==> src/rtl/tms_pkg.sv <==
package tms_pkg;

    localparam int XLEN     = 64;
    localparam int SEL_W    = 4;
    localparam int TAG_W    = 16;
    localparam int ROOT_W   = 44;
    localparam int SCHEMES  = 2;

    typedef enum logic [SEL_W-1:0] {
        SEL_BARE = 4'd0,
        SEL_S39  = 4'd8,
        SEL_S48  = 4'd9
    } sel_e;

    typedef enum logic [1:0] {
        LVL_USER  = 2'b00,
        LVL_SUPER = 2'b01,
        LVL_GAP   = 2'b10,
        LVL_MACH  = 2'b11
    } lvl_e;

    typedef struct packed {
        logic [SEL_W-1:0]  sel;
        logic [TAG_W-1:0]  tag;
        logic [ROOT_W-1:0] root;
    } xctl_t;

    typedef struct packed {
        logic              pass;
        logic [XLEN-1:0]   paddr;
        logic              walk;
        logic              scheme;
        logic [ROOT_W-1:0] root;
        logic              fault;
    } verdict_t;

    function automatic logic sel_supported(input logic [SEL_W-1:0] s);
        return (s == SEL_BARE) || (s == SEL_S39) || (s == SEL_S48);
    endfunction

    // Index of the sign bit used by scheme number i (0: 39-bit, 1: 48-bit)
    function automatic int sign_bit_of(input int i);
        return (i == 0) ? 38 : 47;
    endfunction

    function automatic logic lvl_is_mach(input logic [1:0] p);
        return p[1];
    endfunction

endpackage

==> src/rtl/tms_ctrl_reg.sv <==
module tms_ctrl_reg
    import tms_pkg::*;
(
    input  logic            clk,
    input  logic            rst,
    input  logic            we,
    input  logic [XLEN-1:0] wdata,
    output xctl_t           q
);

    xctl_t next_w;
    logic  accept;

    always_comb begin
        next_w = xctl_t'(wdata);
        accept = we && sel_supported(next_w.sel);
    end

    always_ff @(posedge clk) begin
        if (rst) begin
            q <= '0;
        end else if (accept) begin
            q <= next_w;
        end
    end

endmodule

==> src/rtl/tms_canon_chk.sv <==
module tms_canon_chk
    import tms_pkg::*;
#(
    parameter int SIGN_BIT = 38
) (
    input  logic [XLEN-1:0] vaddr,
    output logic            ok
);

    localparam int SPAN = XLEN - SIGN_BIT;

    logic [SPAN-1:0] upper;

    always_comb begin
        upper = vaddr[XLEN-1:SIGN_BIT];
        ok    = (&upper) | ~(|upper);
    end

endmodule

==> src/rtl/tms_decide.sv <==
module tms_decide
    import tms_pkg::*;
(
    input  logic [SEL_W-1:0]  sel,
    input  logic [ROOT_W-1:0] root,
    input  logic [1:0]        lvl,
    input  logic              req,
    input  logic [XLEN-1:0]   vaddr,
    input  logic [SCHEMES-1:0] canon_ok,
    output verdict_t          v
);

    logic mach;
    logic use_s39;
    logic use_s48;
    logic good;

    always_comb begin
        mach    = lvl_is_mach(lvl);
        use_s39 = (sel == SEL_S39);
        use_s48 = (sel == SEL_S48);
        good    = use_s48 ? canon_ok[1] : canon_ok[0];

        v        = '0;
        v.paddr  = vaddr;
        v.root   = root;
        v.scheme = use_s48;

        if (req) begin
            if (mach || !(use_s39 || use_s48)) begin
                v.pass = 1'b1;
            end else if (good) begin
                v.walk = 1'b1;
            end else begin
                v.fault = 1'b1;
            end
        end
    end

endmodule

==> src/rtl/tms_unit.sv <==
module tms_unit
    import tms_pkg::*;
(
    input  logic              clk,
    input  logic              rst,
    input  logic              csr_we,
    input  logic [XLEN-1:0]   csr_wdata,
    output logic [XLEN-1:0]   csr_rdata,
    input  logic [1:0]        priv,
    input  logic              req_valid,
    input  logic [XLEN-1:0]   req_vaddr,
    output logic              byp_valid,
    output logic [XLEN-1:0]   byp_paddr,
    output logic              xlt_valid,
    output logic              xlt_scheme,
    output logic [ROOT_W-1:0] xlt_root,
    output logic              pg_fault
);

    xctl_t              ctl;
    logic [SCHEMES-1:0] canon_ok;
    verdict_t           vd;

    tms_ctrl_reg u_reg (
        .clk   (clk),
        .rst   (rst),
        .we    (csr_we),
        .wdata (csr_wdata),
        .q     (ctl)
    );

    for (genvar i = 0; i < SCHEMES; i++) begin : g_canon
        tms_canon_chk #(.SIGN_BIT(sign_bit_of(i))) u_chk (
            .vaddr (req_vaddr),
            .ok    (canon_ok[i])
        );
    end

    tms_decide u_dec (
        .sel      (ctl.sel),
        .root     (ctl.root),
        .lvl      (priv),
        .req      (req_valid),
        .vaddr    (req_vaddr),
        .canon_ok (canon_ok),
        .v        (vd)
    );

    assign csr_rdata  = ctl;
    assign byp_valid  = vd.pass;
    assign byp_paddr  = vd.paddr;
    assign xlt_valid  = vd.walk;
    assign xlt_scheme = vd.scheme;
    assign xlt_root   = vd.root;
    assign pg_fault   = vd.fault;

endmodule

==> config.mk <==
export PLATFORM = sky130hd
export DESIGN_NAME = tms_unit
export DESIGN_NICKNAME = d
export VERILOG_FILES = /design/src/rtl/tms_pkg.sv /design/src/rtl/tms_ctrl_reg.sv /design/src/rtl/tms_canon_chk.sv /design/src/rtl/tms_decide.sv /design/src/rtl/tms_unit.sv
export SDC_FILE = /design/constraint.sdc
export NUM_CORES = 1
export LEC_CHECK = 0
export ABC_CLOCK_PERIOD_IN_PS = 1500
export BUFFER_PORTS_ARGS = -buffer_cell sky130_fd_sc_hd__buf_2
export CAP_MARGIN = 20
export CORE_AREA = 2 2 120 122
export DETAILED_ROUTE_END_ITERATION = 10
export DIE_AREA = 0 0 122 124
export GPL_ROUTABILITY_DRIVEN = 1
export GPL_TIMING_DRIVEN = 1
export PLACE_DENSITY_LB_ADDON = 0.3
export SLEW_MARGIN = 20
export SYNTH_ARGS = -nofsm -noshare
export SYNTH_HDL_FRONTEND = slang
export SYNTH_SLANG_ARGS = --single-unit
==> constraint.sdc <==
create_clock -name clk -period 1.5 [get_ports clk]
set_input_delay 0.3 -clock clk [delete_from_list [all_inputs] [get_ports clk]]
set_output_delay 0.3 -clock clk [all_outputs]
set_load 0.01 [all_outputs]
# After elaboration in Yosys (flattened, before gate mapping)
# Index checks and enable logic that the tools add are counted.
[classes]
eq_ne = 4
bitwise_logic = 4
n_mux = 9
reduce_logical = 11
[ops]
columns = ["cell", "count"]
rows = [
  ["$reduce_and 26->1", 1],
  ["$reduce_or 26->1", 1],
  ["$reduce_and 17->1", 1],
  ["$reduce_or 17->1", 1],
  ["$eq 4x4->1 const B", 4],
  ["$mux 1", 9],
  ["$logic_not 4->1", 1],
  ["$logic_or 1x1->1", 4],
  ["$not 1->1", 2],
  ["$or 1x1->1", 2],
  ["$logic_and 1x1->1", 1],
  ["$logic_not 1->1", 1],
]
[totals]
wordCells = 31
reg_bits = 64
output_inout_bits = 176

# Logic depth before layout (Yosys ltp)
# Gate-level depths: netlist of run 1.
[depth]
ltp_word = 7
mapped_depth = 6

# By module
# A second synthesis of run 1 with hierarchy kept.
[hier_totals]
hier_cells = 422
area_unflattened_um2 = 4033.9
[modules_own_cells]
columns = ["mod", "cells_per_inst", "instances", "area_each_um2"]
rows = [
  ["tms_ctrl_reg", 275, 1, 2927.8],
  ["tms_decide", 116, 1, 887.1],
  ["tms_canon_chk (g_canon[0].u_chk)", 19, 1, 120.1],
  ["tms_canon_chk (g_canon[1].u_chk)", 12, 1, 98.8],
]

# Worst setup path after synthesis of run 1
# Ideal clock, no wire load.
[synth_path]
kind = "in2out"
from = "in req_vaddr[55]"
to = "out xlt_valid"
arrival_ns = 1.206
slack_ns = -0.006
t_required_ns = 1.200
path_stages = 5
path_cell_list = "nor4_1 > nand4_1 > nor4_2 > a22oi_1 > a21oi_1"
[synth_via]
elab_chain_cells = 7
elab_cells_between_ends = 12
cone_classes = "4 x mux; 4 x bitwise; 4 x reduce/logical"
[synth_rtl]
columns = ["element", "line", "source"]
rows = [
  ["from (decl)", "tms_unit.sv:11", "input logic [XLEN-1:0] req_vaddr,"],
  ["$reduce_or 26->1 / $reduce_or 17->1 (equally long branches)", "tms_canon_chk.sv:16", "ok = (&upper) | ~(|upper);"],
  ["$not 1->1", "tms_canon_chk.sv:16", ""],
  ["$or 1x1->1", "tms_canon_chk.sv:16", ""],
  ["$mux 1 (*)", "tms_decide.sv:22", "good = use_s48 ? canon_ok[1] : canon_ok[0];"],
  ["$mux 1 (*)", "tms_decide.sv:32", "end else if (good) begin"],
  ["$mux 1 (*)", "tms_decide.sv:30", "if (mach || !(use_s39 || use_s48)) begin"],
  ["$mux 1 (*)", "tms_decide.sv:29", "if (req) begin"],
  ["to (decl)", "tms_unit.sv:14", "output logic xlt_valid,"],
]
# Every way passes the cells marked *; elsewhere a longest branch is shown, timed or not.

# Worst setup path in the final report of run 1
[layout_path]
from = "in req_vaddr[48]"
to = "out xlt_valid"
# The elaborated chain is that of the path after synthesis.

==> results_dict.tcl, run 1 <==
set metrics [dict create \
    antenna_found_initial 0 \
    relSlewSlack_pct 78.7 \
    wl_per_cell_um 12.3 \
    gp_congestion 0.696 \
    status "finished, violations left" \
    grt_usage_pct 11.4 \
    dr_wl_met2_um 4540 \
    syn_avg_cell_area_um2 7.71 \
    power_frac_seq_pct 43.4 \
    grt_setup_unrepaired "yes" \
    violations "negative setup slack" \
    largest_reg_flops 64 \
    hold_class "in2reg" \
    routed_wl_um 8970 \
    grt_max_degree 65 \
    place_inst 715 \
    cts_root_buf "clkbuf_16" \
    path_class "in2out" \
    critical_path_buf_inv_count 2 \
    fmax_mhz 545 \
    hold_violations 0 \
    min_period_ns 1.84 \
    wl_met3_um 960 \
    netlist_area_um2 3180 \
    ant_nets 0 \
    dieArea_um2 15100 \
    fin_skew_ns 0 \
    p_sw_uw 1010 \
    synthTopCellsByArea "dfxtp_1 40%, buf_4 26%, nand2_1 15%, a21oi_1 9.9%, buf_2 2.0%" \
    fp-row-count 43 \
    ios 310 \
    ys.flop_type "dfxtp_1" \
    synth_edf_count 0 \
    top_register "u_reg.q" \
    ys_ff_latch 64 \
    max-clock-path-buffers 2 \
    cts_made_buffers 9 \
    areaGrowthSynthToFinish_pct 34.0 \
    start_util_pct 23.1 \
    core_um2 13700 \
    ys_warn_count 0 \
    slew_viol_final 0 \
    dp_hpwl_um 6930 \
    crit_top_cell "nor4_4" \
    die_w_um 122 \
    fin_ws_ns -0.336 \
    cts_hold_buf 0 \
    min-delay-start "csr_wdata[47]" \
    post-route-period-util_pct 122 \
    clk_latency_ns 0.33 \
    end_kind "output pin" \
    routed.top_layer "met4" \
    vias 3028 \
    critPathMaxFanout 3 \
    syn_nets 546 \
    utilization_pct 31.0 \
    clk_pin_slew_ns 0.05 \
    combPwrFrac_pct 12.7 \
    cp-startpoint "req_vaddr[48]" \
    cap_violations 0 \
    final-setup-viol-count 4 \
    stdcell_count 731 \
    ir_worst_vdd_mv 0.614 \
    layout-drive-gt1-share_pct 50.6 \
    start_kind "primary input" \
    synth_seq_area_share_pct 40.3 \
    firstDrtPassIters 4 \
    drtIter0Drc 75 \
    arrival_ns 1.54 \
    worstMarginPinSlew_ns 0.316 \
    ys_types 22 \
    wl_met1_um 3290 \
    worst_path_max_delay_cell "nor4_4" \
    cts_tree "built" \
    critPathMaxStageDelay_ns 0.27 \
    p_leak_uw 0.00208 \
    intPower_uw 3100 \
    synth.largest_area_cell "dfxtp_1" \
    grt_first_pass_wirelength_um 13200 \
    path_delay_family "simple AND/OR/NAND/NOR gates" \
    synth_top_area_share_pct 40.3 \
    reg_top3 "u_reg.q x64" \
    powerDensity_nw_per_um2 965 \
    drc 0 \
    clkPwrFrac_pct 43.9 \
    reg2reg_from "u_reg.q[62]" \
    grt_overflow 0 \
    io_buffers 232 \
    crit_required_ns 1.20 \
    clock-sinks 64 \
    final_common_cell "buf_2" \
    synth-async-reset-ratio_pct 0 \
    switching_share_pct 24.6 \
    final_nets 681 \
    layout_common_cells "227 x buf_2, 127 x nand2_1, 62 x a21oi_1" \
    grt_pass1_vias 2819 \
    crit_chain "buf_6 -> nor4_4 -> nand4_1 -> nor4_4 -> o21ai_1 -> a21oi_2 -> buf_2" \
    tns_ns -0.722 \
    die_h_um 124 \
    ctsHtreeMaxLevel 3 \
    n_antenna_cell 0 \
    netlist_instances 412 \
    via_per_inst 4.14 \
]
## metal layers
| layer | global-route usage [%] | up-vias |
|---|---|---|
| met3 | 5.54 | 18 |
| met4 | 4.67 | 0 |
| met2 | 20.7 | 162 |
| met5 | 0 | - |
| met1 | 11.0 | 1358 |
| li1 | - | 1490 |
## path summary, 6_finish.rpt
path	endpoint	slack, ns	depth (start not counted)
worst max-delay path	xlt_valid	-0.34	7
worst min-delay path	u_reg.q[47]	0.20	3
worst min register to register	u_reg.q[53]	0.45	2
worst max register to register	u_reg.q[62]	0.67	3
## Yosys cell counts (2+ instances only)
| cell | count |
|---|---|
| nand3_1 | 4 |
| dfxtp_1 | 64 |
| nor2_1 | 3 |
| nor4_2 | 2 |
| a21oi_1 | 63 |
| nand4_1 | 4 |
| nand2_1 | 127 |
| nor4_1 | 5 |
| clkbuf_1 | 7 |
| buf_2 | 13 |
| buf_4 | 108 |
| nor3b_1 | 2 |
## cell families (layout without fill, tap and decap cells)
group           Yosys count  in the layout  share of synthesized area (%)
compound gates           65             65                           10.3
buf+inv                 128            267                           28.4
simple gates            155            155                           20.9
flops                    64             64                           40.3
## area by class of cell
class,instances,area [um2]
timing repair buffer,252,1400
clock buffer,11,233
sequential,64,1280
multi-input combinational,220,1090
clock inverter,4,22.5
tap,180,225
fill,1490,9460
## tightest hold or removal path: stages
cell and delay [ns]:
buf_2 0.09, nand2_1 0.04, a21oi_1 0.05
## power by group through the flow
stage | clock network (uW) | registers (uW) | logic (uW)
final | 1810 | 1780 | 523
after global routing | 1990 | 1790 | 577
after CTS | 1910 | 1780 | 527
after detailed placement | 0 | 1820 | 507
after global placement | 0 | 1810 | 504
after floorplan | 0 | 1840 | 360
## stage by stage
step / cell area, um2 / setup WS (ns) / hold slack [ns] / total power, uW
after floorplan: 3180 / -0.000268 / 0.436 / 2200
after global placement: 3860 / -0.390 / 0.441 / 2320
after detailed placement: 3860 / -0.391 / 0.446 / 2320
after CTS: 4230 / -0.322 / 0.173 / 4220
after global routing: 4260 / -0.432 / 0.186 / 4350
final: 4260 / -0.336 / 0.201 / 4110
## what timing repair did
action	in CTS	in global routing
resized for setup	19	3
setup endpoints to repair	4	4
buffers inserted	1	0
pin swaps	3	1
(Power assumes the default switching activity.)
==> run 2: changes to the inputs <==
Settings changed: CELL_PAD_IN_SITES_DETAIL_PLACEMENT from default to 0, CELL_PAD_IN_SITES_GLOBAL_PLACEMENT from default to 1, CORE_AREA 2 2 120 122 to default, CORE_UTILIZATION from default to 21, DIE_AREA 0 0 122 124 to default, SETUP_SLACK_MARGIN from default to 0.5.
==> run 2 against run 1 <==
Effect of this change: the flow finishes with violations (design-rule violations, negative setup slack); register-to-register slack is essentially flat; total power rose by 5.4%; via count up 3.3%; utilization rose by 4.6 points; sequential cell count did not move; non-clock buffer count rose by 8; worst hold slack worse by 0.0044 ns; clock-buffer cell count fell by 1; global-route usage grew 1.1 points; largest power group unchanged; highest routed layer unchanged.
==> results_dict.tcl, run 2 (synthesis gave the netlist of run 1 again) <==
set metrics [dict create \
    status "finished, violations left" \
    violations "design-rule violations, negative setup slack" \
    layout_common_cells "127 x nand2_1, 119 x buf_2, 115 x buf_6" \
    drc 46 \
    gp_congestion 0.782 \
    hold_class "in2reg" \
    hold_ws_ns 0.197 \
    grt_pass1_vias 3062 \
    dpl_worst_slack_ns -0.422 \
    grt_overflow 0 \
    fp-row-count 44 \
    dieArea_um2 15600 \
    firstDrtPassIters 7 \
    slew_viol_final 0 \
    fin_ws_ns -0.313 \
    post-route-period-util_pct 121 \
    cts_tree "built" \
    top_register "u_reg.q" \
    cap_violations 0 \
    via_per_inst 4.20 \
    ios 310 \
    nFillCells 1514 \
    hold_violations 0 \
    cts_hold_buf 0 \
    power_uw 4330 \
    final_nets 689 \
    ant_nets 0 \
    worstMarginPinSlew_ns 0.310 \
    start_util_pct 21.7 \
    largest_reg_flops 64 \
    vias 3128 \
    die_w_um 125 \
    critPathMaxFanout 2 \
    relSlewSlack_pct 79.3 \
    utilization_pct 35.6 \
    grt_max_degree 65 \
    drtIter0Drc 122 \
    clk_latency_ns 0.33 \
    fin_skew_ns 0 \
    core_um2 14600 \
    cts_root_buf "clkbuf_16" \
    start_kind "primary input" \
    final_common_cell "nand2_1" \
    powerDensity_nw_per_um2 831 \
    areaGrowthSynthToFinish_pct 64.1 \
    ctsHtreeMaxLevel 3 \
    clk_pin_slew_ns 0.05 \
    final-setup-viol-count 3 \
    cts_made_buffers 9 \
    clock-sinks 64 \
    reg_top3 "u_reg.q x64" \
    ir_worst_vdd_mv 0.472 \
    wl_per_cell_um 13.2 \
    p_leak_uw 0.00225 \
    max-clock-path-buffers 2 \
    place_inst 723 \
    grt_usage_pct 12.5 \
    stdcell_count 745 \
    end_kind "output pin" \
    min_period_ns 1.81 \
    routed_wl_um 9850 \
    grt_first_pass_wirelength_um 15400 \
    arrival_ns 1.51 \
    layout-drive-gt1-share_pct 63.7 \
    crit_required_ns 1.20 \
    fmax_mhz 552 \
    antenna_found_initial 1 \
    io_buffers 232 \
    path_class "in2out" \
    die_h_um 125 \
    dp_hpwl_um 6850 \
    grt_setup_unrepaired "yes" \
]
-- run 2: cell types whose count changed in the layout (fill, tap and decap cells not counted), sizes merged --
cell	change
clkinv	+1
clkinvlp	+1
diode	+1
buf	+7
-- run 2: power breakdown --
| group | leakage (uW) | total (uW) | switching [uW] | internal [uW] |
|---|---|---|---|---|
| clock network | 0.000134 | 1910 | 758 | 1150 |
| logic | 0.00157 | 645 | 287 | 358 |
| registers | 0.000556 | 1780 | 49.5 | 1730 |
-- run 2: path summary, 6_finish.rpt --
| path | startpoint | to | slack, ns | depth (start not counted) |
|---|---|---|---|---|
| setup / recovery | req_vaddr[42] | pg_fault | -0.31 | 8 |
| hold / removal | csr_wdata[19] | u_reg.q[19] | 0.20 | 3 |
| setup reg to reg | u_reg.q[62] | u_reg.q[62] | 0.67 | 3 |
| hold reg to reg | u_reg.q[59] | u_reg.q[59] | 0.46 | 2 |
-- run 2: timing repair --
item | in CTS | in global routing
pin swaps | 1 | 3
endpoints found under the setup margin | 112 | 118
setup buffers | 3 | 1
endpoints found under the hold margin | 0 | 0
gates cloned | 0 | 1
gates resized for setup | 183 | 23
-- run 2: layer usage --
metal  global-route usage, %  vias up  routed length [um]
li1                        -     1512                   -
met1                    12.1     1438                3410
met2                    23.2      153                5270
met3                    3.77       25                 858
met4                    7.82        0                 306
met5                       0        -                   0
-- run 2: stage by stage --
step | setup TNS (ns) | cell area [um2]
3_3_place_gp | -0.820 | 3980
5_1_grt | -0.973 | 5210
3_5_place_dp | -0.823 | 3980
6_report | -0.639 | 5210
2_1_floorplan | 0 | 3310
4_1_cts | -0.790 | 5090
-- run 2: cell type report --
type                            count  area [um2]  share of cell area, %
Multi-Input combinational cell    220        1120                   21.4
Sequential cell                    64        1410                   27.1
Clock inverter                      6        35.0                  0.672
Clock buffer                       10         239                   4.59
Antenna cell                        1        2.50                 0.0480
Tap cell                          184         230                   4.42
Timing Repair Buffer              260        2170                   41.7
-- run 2: worst max-delay path: stages --
cell and delay [ns]:
buf_2 0.10, nor4_1 0.27, nand2_1 0.09, nor4_1 0.17, buf_4 0.15, a22oi_1 0.10
and3b_1 0.19, buf_2 0.13
